--- src/rtl/tbp_pkg.sv ---
// Package: shared types for the toggle-bit poller.
// Assumes nothing beyond SystemVerilog enum support.
package tbp_pkg;
    // Sequencer states
    typedef enum logic [1:0] {
        ST_IDLE  = 2'd0,
        ST_ISSUE = 2'd1,
        ST_WAIT  = 2'd2
    } seq_st_e;

    // Outcome of comparing one pair of status reads
    typedef enum logic [1:0] {
        VD_DONE    = 2'd0,
        VD_FAIL    = 2'd1,
        VD_CONFIRM = 2'd2,
        VD_AGAIN   = 2'd3
    } verdict_e;
endpackage

--- src/rtl/tbp_rd_port.sv ---
// Module: tbp_rd_port
// Read-port guard. It passes a read request out only when no earlier read is
// in flight. It tracks that in-flight read and marks it stale when an abort
// arrives, so its late response is swallowed.
// Assumes every request is eventually answered by exactly one rd_vld.
module tbp_rd_port #(
    parameter int DATA_W = 8
) (
    input  logic              clk,
    input  logic              rst_n,
    input  logic              want_rd,
    input  logic              abort,
    input  logic              rd_vld,
    input  logic [DATA_W-1:0] rd_data,
    output logic              rd_req,
    output logic              rsp_ok,
    output logic [DATA_W-1:0] rsp_byte
);
    logic in_flight;
    logic stale;
    logic unused_ok;

    // Request goes out only when the port is free
    assign rd_req   = want_rd && !in_flight;
    // A response counts only for a live, non-stale read
    assign rsp_ok   = rd_vld && in_flight && !stale;
    assign rsp_byte = rd_data;
    assign unused_ok = rsp_ok;

    // Track the single outstanding read and its stale mark
    always_ff @(posedge clk) begin
        if (!rst_n) begin
            in_flight <= 1'b0;
            stale     <= 1'b0;
        end else if (rd_req) begin
            in_flight <= 1'b1;
            stale     <= abort;
        end else if (rd_vld && in_flight) begin
            in_flight <= 1'b0;
            stale     <= 1'b0;
        end else if (abort && in_flight) begin
            stale     <= 1'b1;
        end
    end
endmodule

--- src/rtl/tbp_judge.sv ---
// Module: tbp_judge
// Pure combinational verdict for one pair of status reads. It compares the
// stored toggle bit with the current one and looks at the timeout flag.
// Assumes the caller only uses the verdict on the second read of a pair.
module tbp_judge
    import tbp_pkg::*;
(
    input  logic     first_tgl,
    input  logic     tgl_now,
    input  logic     tmo_now,
    input  logic     confirm,
    output verdict_e verdict
);
    // Decide the result of the pair
    always_comb begin
        if (first_tgl == tgl_now) begin
            verdict = VD_DONE;
        end else if (confirm) begin
            verdict = VD_FAIL;
        end else if (tmo_now) begin
            verdict = VD_CONFIRM;
        end else begin
            verdict = VD_AGAIN;
        end
    end
endmodule

--- src/rtl/tbp_seq.sv ---
// Module: tbp_seq
// Polling sequencer. It walks through request/wait for the two reads of
// each pair, stores the first toggle bit, acts on the judge's verdict and
// drives the registered status pulses.
// Assumes rd_fire is high only in ST_ISSUE and rsp_ok only in ST_WAIT.
module tbp_seq
    import tbp_pkg::*;
(
    input  logic     clk,
    input  logic     rst_n,
    input  logic     start,
    input  logic     abort,
    input  logic     rd_fire,
    input  logic     rsp_ok,
    input  logic     tgl_now,
    input  verdict_e verdict,
    output logic     want_rd,
    output logic     first_tgl,
    output logic     confirm,
    output logic     busy,
    output logic     done,
    output logic     fail,
    output logic     reset_cmd_req
);
    seq_st_e state;
    logic    second;

    // Ask for a read whenever the sequencer is in the issue state
    assign want_rd = (state == ST_ISSUE);

    // Main sequencing and status pulse generation
    always_ff @(posedge clk) begin
        if (!rst_n) begin
            state         <= ST_IDLE;
            second        <= 1'b0;
            first_tgl     <= 1'b0;
            confirm       <= 1'b0;
            busy          <= 1'b0;
            done          <= 1'b0;
            fail          <= 1'b0;
            reset_cmd_req <= 1'b0;
        end else begin
            done          <= 1'b0;
            fail          <= 1'b0;
            reset_cmd_req <= 1'b0;
            if (abort) begin
                state   <= ST_IDLE;
                second  <= 1'b0;
                confirm <= 1'b0;
                busy    <= 1'b0;
            end else begin
                case (state)
                    ST_IDLE: begin
                        if (start) begin
                            state   <= ST_ISSUE;
                            second  <= 1'b0;
                            confirm <= 1'b0;
                            busy    <= 1'b1;
                        end
                    end
                    ST_ISSUE: begin
                        if (rd_fire) begin
                            state <= ST_WAIT;
                        end
                    end
                    ST_WAIT: begin
                        if (rsp_ok) begin
                            if (!second) begin
                                first_tgl <= tgl_now;
                                second    <= 1'b1;
                                state     <= ST_ISSUE;
                            end else begin
                                second <= 1'b0;
                                case (verdict)
                                    VD_DONE: begin
                                        done  <= 1'b1;
                                        busy  <= 1'b0;
                                        state <= ST_IDLE;
                                    end
                                    VD_FAIL: begin
                                        fail          <= 1'b1;
                                        reset_cmd_req <= 1'b1;
                                        busy          <= 1'b0;
                                        state         <= ST_IDLE;
                                    end
                                    VD_CONFIRM: begin
                                        confirm <= 1'b1;
                                        state   <= ST_ISSUE;
                                    end
                                    default: begin
                                        confirm <= 1'b0;
                                        state   <= ST_ISSUE;
                                    end
                                endcase
                            end
                        end
                    end
                    default: state <= ST_IDLE;
                endcase
            end
        end
    end
endmodule

--- src/rtl/toggle_poller.sv ---
// Module: toggle_poller (top)
// Toggle-bit completion poller for a parallel NOR flash. It joins the read
// port guard, the sequencer and the pair judge together.
// Assumes a status byte with the toggle bit at TGL_BIT and the timeout flag
// at TMO_BIT, and a responder that answers every request once.
module toggle_poller
    import tbp_pkg::*;
#(
    parameter int DATA_W  = 8,
    parameter int TGL_BIT = 6,
    parameter int TMO_BIT = 5
) (
    input  logic              clk,
    input  logic              rst_n,
    input  logic              start,
    input  logic              abort,
    output logic              rd_req,
    input  logic              rd_vld,
    input  logic [DATA_W-1:0] rd_data,
    output logic              busy,
    output logic              done,
    output logic              fail,
    output logic              reset_cmd_req
);
    logic              want_rd;
    logic              rsp_ok;
    logic [DATA_W-1:0] rsp_byte;
    logic              first_tgl;
    logic              confirm;
    verdict_e          verdict;
    logic              unused_bits;

    // Only the two flag bits are used; fold the rest away
    assign unused_bits = ^rsp_byte;

    tbp_rd_port #(.DATA_W(DATA_W)) u_port (
        .clk      (clk),
        .rst_n    (rst_n),
        .want_rd  (want_rd),
        .abort    (abort),
        .rd_vld   (rd_vld),
        .rd_data  (rd_data),
        .rd_req   (rd_req),
        .rsp_ok   (rsp_ok),
        .rsp_byte (rsp_byte)
    );

    tbp_judge u_judge (
        .first_tgl (first_tgl),
        .tgl_now   (rsp_byte[TGL_BIT]),
        .tmo_now   (rsp_byte[TMO_BIT]),
        .confirm   (confirm),
        .verdict   (verdict)
    );

    tbp_seq u_seq (
        .clk           (clk),
        .rst_n         (rst_n),
        .start         (start),
        .abort         (abort),
        .rd_fire       (rd_req),
        .rsp_ok        (rsp_ok),
        .tgl_now       (rsp_byte[TGL_BIT]),
        .verdict       (verdict),
        .want_rd       (want_rd),
        .first_tgl     (first_tgl),
        .confirm       (confirm),
        .busy          (busy),
        .done          (done),
        .fail          (fail),
        .reset_cmd_req (reset_cmd_req)
    );
endmodule

--- config.mk ---
export PLATFORM = sky130hd
export DESIGN_NAME = toggle_poller
export DESIGN_NICKNAME = d
export VERILOG_FILES = /design/src/rtl/tbp_pkg.sv /design/src/rtl/tbp_rd_port.sv /design/src/rtl/tbp_judge.sv /design/src/rtl/tbp_seq.sv /design/src/rtl/toggle_poller.sv
export SDC_FILE = /design/constraint.sdc
export NUM_CORES = 1
export LEC_CHECK = 0
export CORE_AREA = 2 2 39 41
export CTS_BUF_LIST = sky130_fd_sc_hd__clkbuf_4 sky130_fd_sc_hd__clkbuf_8
export CTS_CLUSTER_SIZE = 14
export DETAILED_ROUTE_END_ITERATION = 6
export DIE_AREA = 0 0 41 43
export PLACE_DENSITY_LB_ADDON = 0.12
export SETUP_SLACK_MARGIN = 0.4
export SLEW_MARGIN = 10
export SYNTH_ARGS = -nofsm -noshare
export SYNTH_HDL_FRONTEND = slang
export SYNTH_SLANG_ARGS = --single-unit
--- constraint.sdc ---
create_clock -name clk -period 3.3 [get_ports clk]
set_input_delay 0.495 -clock clk [delete_from_list [all_inputs] [get_ports clk]]
set_output_delay 0.495 -clock clk [all_outputs]
set_load 0.02 [all_outputs]
==> metrics, run 1 <==
worst hold path depth 2; slowest cell on the critical path sky130_fd_sc_hd__clkdlybuf4s50_1; CTS buffer count 3; Placeable Area 1380 sq um; number of violations of the max-capacitance limit 0; cells traversed along the worst timing path nor3b_1 -> clkdlybuf4s50_1; Tmin final 2220 ps; CP Max Fanout 6; mean area per synthesized cell 10.1 sq um; area of the die 1760 sq um; Post-Route Setup TNS 0 ps; half-perimeter wire length of the detailed placement result 664 um; worst slew slack as a fraction of its limit 0.757; WL per Instance 11.0 um; class of the most critical setup path reg -> out; largest net degree at the start of global routing 8; sum of internal, switching and leakage power 0.265 mW; initial core utilization 0.352; Die W 41 um; Fin Clk Skew 5.87 ps; routability congestion estimate 0.632; number of setup buffers added after CTS 0; part of the Yosys area used for sequential elements 0.411; Worst R2R Path Depth 3; Worst path depth 2; total routing usage reported by global routing 0.116; Finish-stage setup viols 0; most frequent standard cell in the layout excluding fill and tap cells sky130_fd_sc_hd__clkdlybuf4s50_1; area of the mapped netlist 487 sq um; GRT overflow 0; row cnt 14; Worst EP arrival 1720 ps; wire length of the first global-routing pass 1380 um; count of H-tree levels built during CTS 1; Warnings, synthesis 0; via count of the first global-routing pass 342; violation count after the first detailed-route iteration 2; Non-Filler Instances 78; biggest cell delay along the critical path 670 ps; detailed-route vias per instance 5.04; dpl cells 74; P&R area growth vs syn 32.6%; WP buf/inv 1; kind of end point of the critical path primary output; Final Hold Fails 0; hold buffer count at cts 0; number of distinct library cell variants in the gate-level netlist after synthesis 25; slew at the pin closest to its max-slew limit 360 ps; number of gates given a new drive strength after cts 0; wirelength, routed 856 um; CP Launch Type register; RSZ-0062 raised after global routing false; height of the die 43 um; ratio of cells with drive above 1 in the final layout 0.145; final-report max-slew violation count 0; number of detailed-route iterations in the first pass 3; clock latency reported for the late side of the worst-skew pair 260 ps; peak ir drop on the vdd network 0.163 mV; post-detailed-route count of antenna-violating nets 0; initial antenna violation count 0; net count reported at finish 76; fin util 0.467; maximum buffer depth of the clock tree 2; DRC 0; power per unit of standard cell area 410 nW/um^2; Mapped Nets 61; cell at the root of the clock tree sky130_fd_sc_hd__clkbuf_4; CP top delay family buffers and inverters; clock slew at reported path FFs 70 ps; post-route worst hold slack 464 ps; buffers added on ports 11; vias after detailed routing 393; clock tree from TritonCTS built; number of standard cells after synthesis 48; outcome completed; flop and latch count out of synthesis 10; commonest non-fill, non-tap cells in the layout 11 x sky130_fd_sc_hd__clkdlybuf4s50_1, 10 x sky130_fd_sc_hd__dfxtp_1, 4 x sky130_fd_sc_hd__nand2_1; Boundary Pins 18; required time at the worst-slack endpoint 2800 ps; diodes inserted 0; Fmax 0.451 GHz; CTS Sinks 10; HP Class reg -> reg; cell leakage power 0.257 nW; period utilization 0.672
==> flip-flops by register name (all words and copies together), names as in the netlist <==
| register | cells |
|---|---|
| u_seq.state | 2 |
| u_port.in_flight | 1 |
| u_port.stale | 1 |
| u_seq.busy | 1 |
| u_seq.confirm | 1 |
| u_seq.done | 1 |
| u_seq.fail | 1 |
| u_seq.first_tgl | 1 |
| u_seq.second | 1 |
==> synth_stat cells, drive strengths merged <==
library cell   n  share of area
nor3b          1          0.015
mux2i          2          0.041
o211ai         1          0.015
or3            2          0.026
nand2          4          0.031
o21a           3          0.046
a31oi          1          0.013
nor4           2          0.026
xnor2          1          0.018
a221oi         1          0.031
dfxtp         10           0.41
nand2b         2          0.041
nor2           3          0.023
nand3b         1          0.041
o41ai          1          0.018
buf            1          0.015
a22oi          1          0.015
a21oi          1          0.010
nor2b          3          0.039
and4bb         1          0.026
o211a          2          0.041
or3b           1          0.023
and4           1          0.018
inv            2          0.015
==> layout make-up <==
class / instances / area [sq um]
clock buffer: 4 / 36.3
fill: 139 / 738
inverter: 2 / 7.51
multi-input combinational: 35 / 272
sequential: 10 / 200
tap: 16 / 20.0
timing repair buffer: 11 / 110
==> power breakdown <==
part / total (mW) / internal (mW) / leakage, nW / switching (mW)
clock: 0.110 / 0.0669 / 0.0210 / 0.0433
sequential: 0.126 / 0.123 / 0.0810 / 0.00300
combinational: 0.0282 / 0.0165 / 0.155 / 0.0117
==> tightest hold or removal path, delay by kind of cell, from the launching register on <==
family                 cells  cell delay [ps]
buffers and inverters      1               60
AO/OA/AOI/OAI              1               50
flip-flops                 1              310
==> worst paths after layout <==
| path | startpoint | endpoint | slack [ps] |
|---|---|---|---|
| max | u_seq.state[0] | rd_req | 1080 |
| min | u_seq.busy | u_seq.busy | 460 |
| max reg2reg | u_port.in_flight | u_seq.first_tgl | 2080 |
| min reg2reg | u_seq.busy | u_seq.busy | 460 |
==> per-layer routing <==
layer	track usage	up-vias	part of all wire
li1	-	204	-
met1	0.156	181	0.50
met2	0.163	6	0.46
met3	0.0314	2	0.037
met4	0.0600	0	0.0070
met5	0	-	0
==> per-stage QoR <==
| step | cell area (sq um) | setup slack [ps] |
|---|---|---|
| after floorplan | 487 | 1770 |
| after global placement | 609 | 1380 |
| after detailed placement | 609 | 1350 |
| after CTS | 646 | 1050 |
| after global routing | 646 | 977 |
| final | 646 | 1080 |
==> cell families (layout without fill, tap and decap cells) <==
group | Yosys count | after routing | synth area share
and+or+nand+nor | 21 | 21 | 0.308
AOI/OAI and AO/OA | 11 | 11 | 0.190
DFF | 10 | 10 | 0.411
buffers and inverters | 3 | 17 | 0.0309
muxes | 2 | 2 | 0.0411
xor gates and xnor gates | 1 | 1 | 0.0180
Power figures use the tool's default switching activity.
==> run 2: changes to the inputs <==
==> constraint.sdc (replaced) <==
create_clock -name clk -period 2.3 [get_ports clk]
set_input_delay 0.345 -clock clk [delete_from_list [all_inputs] [get_ports clk]]
set_output_delay 0.345 -clock clk [all_outputs]
set_load 0.02 [all_outputs]
==> metrics, run 2 (synthesis results as in run 1) <==
detailed-route vias per instance 4.96 (-1.5%); number of violations of the max-capacitance limit 0 (unchanged); Finish-stage setup viols 0 (unchanged); share of power burned in registers 0.473 (-0.004); GRT overflow 0 (unchanged); combinational power share 0.105 (about the same); count of H-tree levels built during CTS 1 (unchanged); largest net degree at the start of global routing 8 (unchanged); number of flip-flops under the largest register name 2 (unchanged); Final Hold Fails 0 (unchanged); commonest non-fill, non-tap cells in the layout 10 x sky130_fd_sc_hd__clkdlybuf4s50_1, 10 x sky130_fd_sc_hd__dfxtp_1, 4 x sky130_fd_sc_hd__nand2_1; half-perimeter wire length of the detailed placement result 664 um (unchanged); Die W 41 um (unchanged); initial antenna violation count 0 (unchanged); height of the die 43 um (unchanged); fin util 0.469 (+0.00271); row cnt 14 (unchanged); kind of end point of the critical path primary output; switching part of the total power 0.226 (+0.00653); period utilization 0.725; wire length of the first global-routing pass 1380 um (unchanged); final-report max-slew violation count 0 (unchanged); slew at the pin closest to its max-slew limit 360 ps (+0.00548 ps); launch point of the worst reg-to-reg path u_port.in_flight; clock latency reported for the late side of the worst-skew pair 270 ps (about the same); vias after detailed routing 387 (-1.5%); wirelength, routed 846 um (-1.2%); Tmin final 1670 ps; required time at the worst-slack endpoint 1960 ps (-840 ps); Worst EP arrival 1320 ps (-400 ps); CP Max Fanout 6 (unchanged); clock slew at reported path FFs 80 ps (about the same); initial core utilization 0.352 (unchanged); HP Class reg -> reg; maximum buffer depth of the clock tree 2 (unchanged); ratio of cells with drive above 1 in the final layout 0.161 (+0.0161); WL per Instance 10.8 um (-1.2%); routability congestion estimate 0.632 (unchanged); area of the die 1760 sq um (unchanged); DRC 0 (unchanged); register with the most flip-flops u_seq.state; cell internal pwr 0.296 mW (+43%); total routing usage reported by global routing 0.116 (unchanged); via count of the first global-routing pass 344 (+0.58%); number of detailed-route iterations in the first pass 3 (unchanged); number of setup buffers added after CTS 0 (unchanged); r2r endpoint u_seq.first_tgl; power per unit of standard cell area 589 nW/um^2 (+44%); worst hold path depth 2 (unchanged); destination of the worst hold path u_seq.busy; Placeable Area 1380 sq um (unchanged); CTS Sinks 10 (unchanged); power share of the clock group 0.422 (+0.005); diodes inserted 0 (unchanged); net count reported at finish 76 (unchanged); Boundary Pins 18 (unchanged); class of the most critical setup path reg -> out; violation count after the first detailed-route iteration 2 (unchanged); post-detailed-route count of antenna-violating nets 0 (unchanged); cell leakage power 0.265 nW (+3.2%); P&R area growth vs syn 33.4%; Worst R2R Path Depth 3 (unchanged); CTS buffer count 3 (unchanged); peak ir drop on the vdd network 0.236 mV (+44%); Fin Clk Skew 10.4 ps (+4.49 ps); Fmax 0.600 GHz; RSZ-0062 raised after global routing false; worst slew slack as a fraction of its limit 0.757 (about the same); Post-Route Setup TNS 0 ps (unchanged); clock tree from TritonCTS built; cell at the root of the clock tree sky130_fd_sc_hd__clkbuf_4; buffers added on ports 11 (unchanged); total net switching power 0.0864 mW (+49%); worst hold start u_seq.busy; CP Launch Type register; outcome completed; setup slack of the worst register-to-register path 1070 ps (-1010 ps)
==> run 2: cell types whose count changed in the layout (fill, tap and decap cells not counted) <==
cell	change
sky130_fd_sc_hd__clkdlybuf4s50_1	-1
sky130_fd_sc_hd__nor3b_2	+1
sky130_fd_sc_hd__nor3b_1	-1
sky130_fd_sc_hd__dlygate4sd2_1	+1
==> run 2: how the worst max path moves through the flow <==
stage | slack, ps | end | from
floorplan | 920 | rd_req | u_seq.state[0]
global placement | 530 | rd_req | u_seq.state[0]
detailed placement | 500 | rd_req | u_seq.state[0]
CTS | 630 | rd_req | u_seq.state[0]
global route | 530 | rd_req | u_seq.state[0]
finish | 630 | rd_req | u_seq.state[0]
==> run 2: power groups by stage <==
| stage | sequential (mW) | combinational, mW | clock, mW |
|---|---|---|---|
| 2_1_floorplan | 0.185 | 0.0201 | 0 |
| 3_3_place_gp | 0.185 | 0.0409 | 0 |
| 3_5_place_dp | 0.185 | 0.0408 | 0 |
| 4_1_cts | 0.181 | 0.0405 | 0.162 |
| 5_1_grt | 0.182 | 0.0437 | 0.174 |
| 6_report | 0.181 | 0.0400 | 0.161 |
==> run 2: timing repair <==
| action | in CTS | in global routing |
|---|---|---|
| endpoints found under the setup margin | 1 | 0 |
| resized for setup | 2 | 0 |
| hold buffers | 0 | 0 |
==> run 2: worst max-delay path, cell delays in order (launching register included) <==
cell	delay (ps)
sky130_fd_sc_hd__dfxtp_1	430
sky130_fd_sc_hd__nor3b_2	260
sky130_fd_sc_hd__dlygate4sd2_1	360
==> run 2: final cells by class <==
type                            count  area (sq um)
Clock buffer                        4          36.3
Fill cell                         139           734
Inverter                            2          7.51
Multi-Input combinational cell     35           277
Sequential cell                    10           200
Tap cell                           16          20.0
Timing Repair Buffer               11           109
==> run 2: per-layer routing <==
metal	part of all wire	GRT usage	vias up	wire length (um)
li1	-	-	203	-
met1	0.50	0.153	176	424
met2	0.45	0.166	6	383
met3	0.038	0.0314	2	32
met4	0.0071	0.0600	0	6
met5	0	0	-	0
==> run 2: stage by stage <==
step	setup WS, ps	instance area (sq um)	instances	hold WS (ps)	power (mW)
2_1_floorplan	922	487	48	447	0.205
3_3_place_gp	525	609	74	454	0.226
3_5_place_dp	503	609	74	457	0.226
4_1_cts	630	649	78	468	0.384
5_1_grt	532	649	78	506	0.399
6_report	632	649	78	466	0.382
==> run 3: changes to the inputs <==
==> constraint.sdc (replaced) <==
create_clock -name clk -period 1.7 [get_ports clk]
set_input_delay 0.255 -clock clk [delete_from_list [all_inputs] [get_ports clk]]
set_output_delay 0.255 -clock clk [all_outputs]
set_load 0.02 [all_outputs]
==> metrics, run 3 (synthesis results as in run 1) <==
kind of end point of the critical path register; HP Class reg -> reg; hold buffer count at cts 0 (unchanged); register with the most flip-flops u_seq.state; power per unit of standard cell area 683 nW/um^2 (+16%); net count reported at finish 81 (+6.6%); outcome completed; worst hold start u_seq.busy; total routing usage reported by global routing 0.127 (+0.0111); DRC 0 (unchanged); detailed-route vias per instance 4.94 (-0.45%); worst slew slack as a fraction of its limit 0.777 (+0.0198); launch point of the worst reg-to-reg path u_seq.state[1]; class of the most critical setup path in -> reg; Worst EP arrival 1390 ps (+70 ps); sum of internal, switching and leakage power 0.463 mW (+21%); Post-Route Setup TNS 0 ps (unchanged); CP Launch Type input pin; row cnt 14 (unchanged); count of H-tree levels built during CTS 1 (unchanged); initial core utilization 0.352 (unchanged); maximum buffer depth of the clock tree 2 (unchanged); buffers added on ports 11 (unchanged); power share of the clock group 0.336 (-0.086); height of the die 43 um (unchanged); peak ir drop on the vdd network 0.487 mV (+110%); commonest non-fill, non-tap cells in the layout 9 x sky130_fd_sc_hd__dfxtp_1, 6 x sky130_fd_sc_hd__clkdlybuf4s50_1, 6 x sky130_fd_sc_hd__buf_4; worst hold path depth 2 (unchanged); CTS Sinks 10 (unchanged); final-report max-slew violation count 0 (unchanged); wire length of the first global-routing pass 1520 um (+10%); largest net degree at the start of global routing 8 (unchanged); number of flip-flops under the largest register name 2 (unchanged); Fin Clk Skew 2.34 ps (-8.02 ps); initial antenna violation count 0 (unchanged); WL per Instance 11.0 um (+1.8%); cell at the root of the clock tree sky130_fd_sc_hd__clkbuf_4; Final Hold Fails 0 (unchanged); cell internal pwr 0.358 mW (+21%); Boundary Pins 18 (unchanged); Placeable Area 1380 sq um (unchanged); combinational power share 0.140 (+0.035); Die W 41 um (unchanged); most frequent standard cell in the layout excluding fill and tap cells sky130_fd_sc_hd__dfxtp_1; startpoint of the worst setup timing path abort; switching part of the total power 0.227 (+0.000693); Fmax 0.802 GHz; clock latency reported for the late side of the worst-skew pair 250 ps (-20 ps); cell leakage power 0.298 nW (+13%); slew at the pin closest to its max-slew limit 332 ps (-28.8 ps); violation count after the first detailed-route iteration 6 (+4); routability congestion estimate 0.697 (+10%); Worst R2R Path Depth 3 (unchanged); CP Max Fanout 5 (-1); clock tree from TritonCTS built; RSZ-0062 raised after global routing true; share of power burned in registers 0.524 (+0.051); via count of the first global-routing pass 360 (+4.7%); Tmin final 1250 ps; total net switching power 0.105 mW (+21%); ratio of cells with drive above 1 in the final layout 0.242 (+0.0811); required time at the worst-slack endpoint 1840 ps (-120 ps); vias after detailed routing 405 (+4.7%); P&R area growth vs syn 39.1%; CTS buffer count 3 (unchanged); diodes inserted 0 (unchanged); GRT overflow 0 (unchanged); area of the die 1760 sq um (unchanged); number of violations of the max-capacitance limit 0 (unchanged); wirelength, routed 905 um (+7.0%); Finish-stage setup viols 0 (unchanged); post-detailed-route count of antenna-violating nets 0 (unchanged); half-perimeter wire length of the detailed placement result 699 um (+5.2%); number of detailed-route iterations in the first pass 4 (+1); clock slew at reported path FFs 60 ps (-20 ps); period utilization 0.733
==> run 3: repair_timing <==
action	in CTS	in global routing
hold endpoints to repair	0	0
resized for setup	8	4
setup endpoints to repair	5	3
buffers inserted	0	0
==> run 3: metrics by stage <==
stage / hold WS, ps / worst slack [ps] / util / instances / instance area (sq um)
floorplan: 373 / 623 / - / 48 / 492
global placement: 449 / 186 / 0.471 / 79 / 652
detailed placement: 453 / 189 / 0.471 / 79 / 652
CTS: 460 / 314 / 0.486 / 82 / 672
global route: 474 / 387 / 0.489 / 82 / 677
finish: 456 / 453 / 0.489 / 82 / 677
==> run 3: final timing paths <==
| path | to | slack [ps] |
|---|---|---|
| max | u_seq.state[0] | 450 |
| min | u_seq.busy | 460 |
| max reg2reg | u_seq.busy | 470 |
| min reg2reg | u_seq.busy | 460 |
==> run 3: worst max-delay path: stages <==
cell	delay [ps]
sky130_fd_sc_hd__clkdlybuf4s50_1	480
sky130_fd_sc_hd__nand2b_1	220
sky130_fd_sc_hd__or3_1	360
sky130_fd_sc_hd__o41ai_1	70
==> run 3: power groups by stage <==
stage	Sequential [mW]	Clock [mW]	Combinational, mW
global route	0.243	0.174	0.0701
floorplan	0.251	0	0.0275
global placement	0.248	0	0.0649
CTS	0.243	0.166	0.0644
finish	0.243	0.155	0.0647
detailed placement	0.248	0	0.0652
==> run 3: layout make-up <==
| class | count | area, sq um |
|---|---|---|
| fill | 136 | 707 |
| multi-input combinational | 35 | 283 |
| sequential | 10 | 204 |
| timing repair buffer | 16 | 140 |
| clock buffer | 3 | 22.5 |
| tap | 16 | 20.0 |
| inverter | 2 | 7.51 |
==> run 3: metal layers <==
metal	part of all wire	global-route usage	up-vias
li1	-	-	220
met2	0.47	0.172	8
met4	0	0.0400	0
met1	0.49	0.172	177
met3	0.038	0.0628	0
met5	0	0	-
